[src/rtl/vmnt_pkg.sv]
package vmnt_pkg;
  localparam int FLAG_W     = 8;
  localparam int REG_W      = 32;
  localparam int LR_STATE_W = 2;

  localparam int BIT_EOI    = 0;
  localparam int BIT_UNDER  = 1;
  localparam int BIT_NOENT  = 2;
  localparam int BIT_NOPEND = 3;
  localparam int BIT_G0ON   = 4;
  localparam int BIT_G0OFF  = 5;
  localparam int BIT_G1ON   = 6;
  localparam int BIT_G1OFF  = 7;

  typedef enum logic [LR_STATE_W-1:0] {
    LR_INVALID  = 2'd0,
    LR_PEND     = 2'd1,
    LR_ACT      = 2'd2,
    LR_PEND_ACT = 2'd3
  } lr_state_e;
endpackage

[src/rtl/vmnt_lr_scan.sv]
module vmnt_lr_scan
  import vmnt_pkg::*;
#(
  parameter int NUM_LR = 4
) (
  input  logic [NUM_LR*LR_STATE_W-1:0] lr_state,
  output logic                         few_valid,
  output logic                         none_pending
);
  localparam int CNT_W = $clog2(NUM_LR + 1);

  logic [NUM_LR-1:0] valid_v;
  logic [NUM_LR-1:0] pend_v;
  logic [CNT_W-1:0]  valid_cnt;

  for (genvar i = 0; i < NUM_LR; i++) begin : g_entry
    lr_state_e st;
    assign st         = lr_state_e'(lr_state[i*LR_STATE_W +: LR_STATE_W]);
    assign valid_v[i] = (st != LR_INVALID);
    assign pend_v[i]  = (st == LR_PEND) || (st == LR_PEND_ACT);
  end

  always_comb begin
    valid_cnt = '0;
    for (int i = 0; i < NUM_LR; i++) begin
      valid_cnt = valid_cnt + CNT_W'(valid_v[i]);
    end
  end

  assign few_valid    = (valid_cnt <= CNT_W'(1));
  assign none_pending = ~|pend_v;
endmodule

[src/rtl/vmnt_flag_comb.sv]
module vmnt_flag_comb
  import vmnt_pkg::*;
#(
  parameter int NUM_LR = 4,
  parameter int EOI_W  = 5
) (
  input  logic              en_underflow,
  input  logic              en_no_entry,
  input  logic              en_no_pending,
  input  logic              en_g0_on,
  input  logic              en_g0_off,
  input  logic              en_g1_on,
  input  logic              en_g1_off,
  input  logic              vm_grp0_en,
  input  logic              vm_grp1_en,
  input  logic              few_valid,
  input  logic              none_pending,
  input  logic [NUM_LR-1:0] eoi_status,
  input  logic [EOI_W-1:0]  eoi_count,
  output logic [FLAG_W-1:0] flags
);
  always_comb begin
    flags             = '0;
    flags[BIT_EOI]    = |eoi_status;
    flags[BIT_UNDER]  = en_underflow  & few_valid;
    flags[BIT_NOENT]  = en_no_entry   & (eoi_count != '0);
    flags[BIT_NOPEND] = en_no_pending & none_pending;
    flags[BIT_G0ON]   = en_g0_on      &  vm_grp0_en;
    flags[BIT_G0OFF]  = en_g0_off     & ~vm_grp0_en;
    flags[BIT_G1ON]   = en_g1_on      &  vm_grp1_en;
    flags[BIT_G1OFF]  = en_g1_off     & ~vm_grp1_en;
  end
endmodule

[src/rtl/vmnt_status.sv]
module vmnt_status
  import vmnt_pkg::*;
#(
  parameter int NUM_LR = 4,
  parameter int EOI_W  = 5
) (
  input  logic                         clk,
  input  logic                         rst,
  input  logic                         en_underflow,
  input  logic                         en_no_entry,
  input  logic                         en_no_pending,
  input  logic                         en_g0_on,
  input  logic                         en_g0_off,
  input  logic                         en_g1_on,
  input  logic                         en_g1_off,
  input  logic                         vm_grp0_en,
  input  logic                         vm_grp1_en,
  input  logic [NUM_LR*LR_STATE_W-1:0] lr_state,
  input  logic [NUM_LR-1:0]            eoi_status,
  input  logic [EOI_W-1:0]             eoi_count,
  output logic [REG_W-1:0]             status_word,
  output logic                         maint_irq
);
  localparam int PAD_W = REG_W - FLAG_W;

  logic              few_valid;
  logic              none_pending;
  logic [FLAG_W-1:0] flags_d;
  logic [FLAG_W-1:0] status_q;

  vmnt_lr_scan #(.NUM_LR(NUM_LR)) u_scan (
    .lr_state     (lr_state),
    .few_valid    (few_valid),
    .none_pending (none_pending)
  );

  vmnt_flag_comb #(.NUM_LR(NUM_LR), .EOI_W(EOI_W)) u_flags (
    .en_underflow  (en_underflow),
    .en_no_entry   (en_no_entry),
    .en_no_pending (en_no_pending),
    .en_g0_on      (en_g0_on),
    .en_g0_off     (en_g0_off),
    .en_g1_on      (en_g1_on),
    .en_g1_off     (en_g1_off),
    .vm_grp0_en    (vm_grp0_en),
    .vm_grp1_en    (vm_grp1_en),
    .few_valid     (few_valid),
    .none_pending  (none_pending),
    .eoi_status    (eoi_status),
    .eoi_count     (eoi_count),
    .flags         (flags_d)
  );

  always_ff @(posedge clk) begin
    if (rst) status_q <= '0;
    else     status_q <= flags_d;
  end

  assign status_word = {{PAD_W{1'b0}}, status_q};
  assign maint_irq   = |status_q;

  logic past_ok = 1'b0;
  always_ff @(posedge clk) past_ok <= 1'b1;

  AST_RESET_CLEARS: assert property (@(posedge clk)
    past_ok && $past(rst) |-> status_q == '0);
  AST_EOI_FOLLOWS: assert property (@(posedge clk) disable iff (rst)
    past_ok && !$past(rst) |-> status_q[BIT_EOI] == $past(|eoi_status));
  AST_UNDER_GATED: assert property (@(posedge clk) disable iff (rst)
    past_ok && !$past(rst) && !$past(en_underflow) |-> !status_q[BIT_UNDER]);
  AST_NOENT_ZERO: assert property (@(posedge clk) disable iff (rst)
    past_ok && !$past(rst) && ($past(eoi_count) == '0) |-> !status_q[BIT_NOENT]);
  AST_NOPEND_GATED: assert property (@(posedge clk) disable iff (rst)
    past_ok && !$past(rst) && !$past(en_no_pending) |-> !status_q[BIT_NOPEND]);
  AST_G0_EXCLUSIVE: assert property (@(posedge clk) disable iff (rst)
    past_ok |-> !(status_q[BIT_G0ON] && status_q[BIT_G0OFF]));
  AST_G1_EXCLUSIVE: assert property (@(posedge clk) disable iff (rst)
    past_ok |-> !(status_q[BIT_G1ON] && status_q[BIT_G1OFF]));
endmodule

[config.mk]
export PLATFORM = sky130hd
export DESIGN_NAME = vmnt_status
export DESIGN_NICKNAME = d
export VERILOG_FILES = /design/src/rtl/vmnt_pkg.sv /design/src/rtl/vmnt_lr_scan.sv /design/src/rtl/vmnt_flag_comb.sv /design/src/rtl/vmnt_status.sv
export SDC_FILE = /design/constraint.sdc
export NUM_CORES = 1
export LEC_CHECK = 0
export BUFFER_PORTS_ARGS = -buffer_cell sky130_fd_sc_hd__buf_4
export CAP_MARGIN = 15
export CORE_UTILIZATION = 30
export CTS_BUF_LIST = sky130_fd_sc_hd__clkbuf_4
export CTS_CLUSTER_SIZE = 12
export DETAILED_ROUTE_END_ITERATION = 8
export PLACE_DENSITY = 0.71
export SLEW_MARGIN = 10
export SYNTH_ARGS = -nofsm -noshare
export SYNTH_HDL_FRONTEND = slang
export SYNTH_SLANG_ARGS = --single-unit
[constraint.sdc]
create_clock -name clk -period 1.9 [get_ports clk]
set_input_delay 0.38 -clock clk [delete_from_list [all_inputs] [get_ports clk]]
set_output_delay 0.38 -clock clk [all_outputs]
set_load 0.02 [all_outputs]
; ---- Word level (Yosys, flattened, before mapping)
; Index checks and enable logic that the tools add are counted.
[word_totals]
wordCells = 35
ff_bits = 8
[classes]
n_eq_ne = 8
n_lt_le_gt_ge = 1
addsub = 3
reduce_logical = 13
n_bitwise = 9
[ops]
columns = op, count
row1 = "2-bit by 1-bit equality test with 1-bit output, second input constant", 4
row2 = "2-bit equality test, second input constant", 4
row3 = 2-bit nonzero test, 4
row4 = 4-bit OR reduction, 2
row5 = 8-bit OR reduction, 1
row6 = 1-bit bitwise AND, 7
row7 = 3-bit by 1-bit adder with 3-bit output, 2
row8 = 5-bit nonzero test, 1
row9 = 1-bit logical OR, 4
row10 = "3-bit by 1-bit <= comparator with 1-bit output, second input constant", 1
row11 = 1-bit by 1-bit adder with 2-bit output, 1
row12 = 1-bit NOT, 2
row13 = 1-bit logical NOT, 1

; ---- Depth between registers and ports, before layout
[logic_depth]
depth_word = 6
ltp_mapped = 7
depth_no_buf = 7

; ---- Modules after synthesis
; A second synthesis with hierarchy kept.
[unflattened]
hier_cells = 60
area_unflattened_um2 = 530.5
[modules_own_cells]
columns = mod, n_inst, area_per_inst_um2, cells_per_inst
row1 = vmnt_status, 1, 415.4, 44
row2 = vmnt_flag_comb, 1, 60.1, 9
row3 = vmnt_lr_scan, 1, 55.1, 7

; ---- Least setup slack after synthesis
; OpenSTA, ideal clock, no wires.
[synth_timing]
kind = input to register
start = input port lr_state[0]
end = register status_q[1]
n_path_buf = 0
required_ns = 1.842
setup_ns = 0.058
t_arrival_ns = 1.988
stages = 6
path_slack_ns = -0.146
path_cell_list = or2_2 > ha_1 > fa_1 > ha_1 > nor3b_1 > o211a_1
[synth_between]
elab_chain_len = 6
[synth_rtl]
columns = element, line
row1 = "start, declared", vmnt_status.sv:18  ; input logic [NUM_LR*LR_STATE_W-1:0] lr_state,
row2 = 2-bit nonzero test, vmnt_lr_scan.sv:19  ; assign valid_v[i] = (st != LR_INVALID);
row3 = 1-bit by 1-bit adder with 2-bit output, vmnt_lr_scan.sv:26  ; valid_cnt = valid_cnt + CNT_W'(valid_v[i]);
row4 = 3-bit by 1-bit adder with 3-bit output (2 in series), vmnt_lr_scan.sv:26
row5 = 3-bit by 1-bit <= comparator with 1-bit output, vmnt_lr_scan.sv:30  ; assign few_valid = (valid_cnt <= CNT_W'(1));
row6 = 1-bit bitwise AND, vmnt_flag_comb.sv:25  ; flags[BIT_UNDER] = en_underflow & few_valid;
row7 = "end signal, assigned", vmnt_status.sv:56  ; else status_q <= flags_d;
row8 = "end, declared", vmnt_status.sv:29  ; logic [FLAG_W-1:0] status_q;
; Every way passes these cells.
; A chain may end at the register's enable or synchronous reset.

; ---- Worst setup path after layout
[layout_timing]
start = input port lr_state[2]
end = register status_q[1]
; Same word-level chain as after synthesis.

==> flow_summary.json <==
{
  "top_level_ports": 61,
  "finalSetupViolations": 0,
  "post_synth_most_frequent_cells": "sky130_fd_sc_hd__buf_4, sky130_fd_sc_hd__dfxtp_1, sky130_fd_sc_hd__ha_1, sky130_fd_sc_hd__nor4_1, sky130_fd_sc_hd__or2_2",
  "design.die.area_mm2": 0.00204,
  "io_buffer_count": 36,
  "post-synth-top-count-cell": "sky130_fd_sc_hd__buf_4",
  "clock_transition_time_at_the_flip_flop_clock_pins_of_the_worst_setup_and_hold_paths_ns": 0.05,
  "report.final.slew_viol_count": 0,
  "yosysTopAreaCell": "sky130_fd_sc_hd__buf_4",
  "largest_reg_flops": 8,
  "synthToLayoutAreaGrowth_pct": 48.9,
  "hold_path.class": "in -> reg",
  "die_width_um": 45.1,
  "post-route-util_pct": 48.1,
  "cp_data_arrival_time_ns": 1.92,
  "reg.largest.list": "status_q x8",
  "fin_crit_ns": 1.79,
  "detailedRoute.firstPassIterationCount": 4,
  "detail_route.drc_violations": 0,
  "synth-main-ff-cell": "sky130_fd_sc_hd__dfxtp_1",
  "die_height_um": 45.1,
  "ir_drop_v": 0.000177,
  "totalPowerFinal_uw": 465,
  "maximum_number_of_pins_on_one_net_before_global_route_repair": 6,
  "drt-vias-per-instance": 3.95,
  "post_drt_wl_per_cell_um": 8.73,
  "crit_fanout": 2,
  "timing.fmax_ghz": 0.559,
  "rsz_0062_raised_after_global_routing": "no",
  "synth-warning-count": 0,
  "post_synth_main_area_contributors": "sky130_fd_sc_hd__buf_4, sky130_fd_sc_hd__dfxtp_1, sky130_fd_sc_hd__ha_1",
  "timing_hold_violations_final": 0,
  "detailroute.via_count": 494,
  "wl_um": 1090,
  "first_pass_grt_wire_length_um": 1580,
  "final_antenna_net_count": 0,
  "dr.first_iter.drc_count": 2,
  "post_synth_num_cell_types": 16,
  "gr-usage-all-layers_pct": 11.4,
  "largest-register": "status_q",
  "cts.htree.levels": 1,
  "final_net_count": 135,
  "total_setup_buffers_inserted_after_cts": 0,
  "setup.worst_path.class": "in -> reg",
  "clkSinkCount": 8,
  "cap_violations": 0,
  "diodes": 0,
  "cts-root-buf": "sky130_fd_sc_hd__clkbuf_4",
  "critical_path_capture_point_type": "flip-flop",
  "gp_congestion": 0.668,
  "filler_cell_count": 185,
  "post_cts_hold_buffer_count": 0,
  "tritoncts": "built",
  "power-per-cell-area_mw_per_mm2": 560,
  "cts-resized-gates": 0,
  "numCtsBuffers": 3,
  "grt_antenna_before_repair": 0,
  "ys_seq_area_share_pct": 28.7,
  "cts_max_path_buffers": 2,
  "starting_utilization_of_the_core_area_pct": 32.3,
  "hpwlAfterDp_um": 983,
  "synth-edff-count": 0,
  "num_rows": 15,
  "run_status": "finished clean",
  "synthArstFlopShare_pct": 0,
  "first_global_vias": 426,
  "synth_area_um2": 558,
  "syn-instance-count": 61,
  "global_route.overflow_total": 0,
  "synth.ff_latch_count": 8,
  "startpoint_types": "primary input",
  "final_layout_size_suffix_gt1_share_pct": 48.0,
  "core-area_mm2": 0.00173,
  "critical_path_required_time_ns": 2.04,
  "yosysTopAreaCellShare_pct": 32.3,
  "avgSynthCellArea_um2": 9.15,
  "period_utilization_pct": 94.1,
  "static_leak_uw": 0.000457
}
-- path summary, 6_finish.rpt --
path | startpoint | endpoint | cells after the start | slack (ns)
setup / recovery | lr_state[2] | status_q[1]$_SDFF_PP0_ | 7 | 0.11
hold / removal | vm_grp1_en | status_q[7]$_SDFF_PP0_ | 2 | 0.30
-- routing by layer --
metal	GRT usage, %	routed length (µm)
met5	0	0
met3	2.40	163
met1	8.29	314
met2	22.9	594
met4	10.9	18
-- cell families (layout without fill, tap and decap cells) --
logic type	count (synthesis)	in the layout	share of synthesized area (%)
compound gates	3	3	4.93
fa+ha+maj	5	5	12.6
buf+inv	27	43	34.3
flops	8	8	28.7
other cells	1	24	0.672
simple gates	17	17	18.8
-- layout make-up --
class / instances / area [µm²] / share of cell area, %
Clock buffer: 3 / 22.5 / 2.71
Inverter: 3 / 11.3 / 1.36
Multi-Input combinational cell: 49 / 328 / 39.5
Sequential cell: 8 / 160 / 19.3
Tap cell: 25 / 31.3 / 3.77
Timing Repair Buffer: 37 / 278 / 33.4
-- where the power goes --
| part | total [µW] | leakage (µW) | internal [µW] | switching [µW] |
|---|---|---|---|---|
| clock | 121 | 0.0000138 | 71.7 | 49.6 |
| sequential | 179 | 0.0000658 | 176 | 3.74 |
| combinational | 165 | 0.000377 | 76.9 | 87.9 |
| total | 465 | 0.000457 | 324 | 141 |
-- critical path, cell delays in order --
cell and delay, ns:
sky130_fd_sc_hd__buf_4 0.11, sky130_fd_sc_hd__or2_2 0.31, sky130_fd_sc_hd__ha_4 0.22, sky130_fd_sc_hd__fa_2 0.37
sky130_fd_sc_hd__ha_4 0.28, sky130_fd_sc_hd__nor3b_2 0.04, sky130_fd_sc_hd__o211a_1 0.21
-- metrics by stage --
| stage | instances | hold slack (ns) | setup TNS, ns | setup slack [ns] | instance area (µm²) |
|---|---|---|---|---|---|
| finish | 125 | 0.300 | 0 | 0.113 | 831 |
| global placement | 122 | 0.552 | -0.118 | -0.118 | 808 |
| detailed placement | 122 | 0.551 | -0.148 | -0.148 | 808 |
| CTS | 125 | 0.288 | 0 | 0.118 | 831 |
| global route | 125 | 0.300 | 0 | 0.0511 | 831 |
| floorplan | 84 | 0.452 | 0 | 0.0265 | 679 |
-- cells in the final DEF, fill, tap and decap left out, drive strengths merged --
master,n
o211a,1
nor4,4
a21boi,1
fa,1
dfxtp,8
clkbuf,3
and3,3
o311a,1
nor2,1
or2,4
or3,1
ha,4
nand2,1
conb,24
buf,37
inv,3
nor3b,3
No activity file was read; power rests on OpenSTA's default activity.
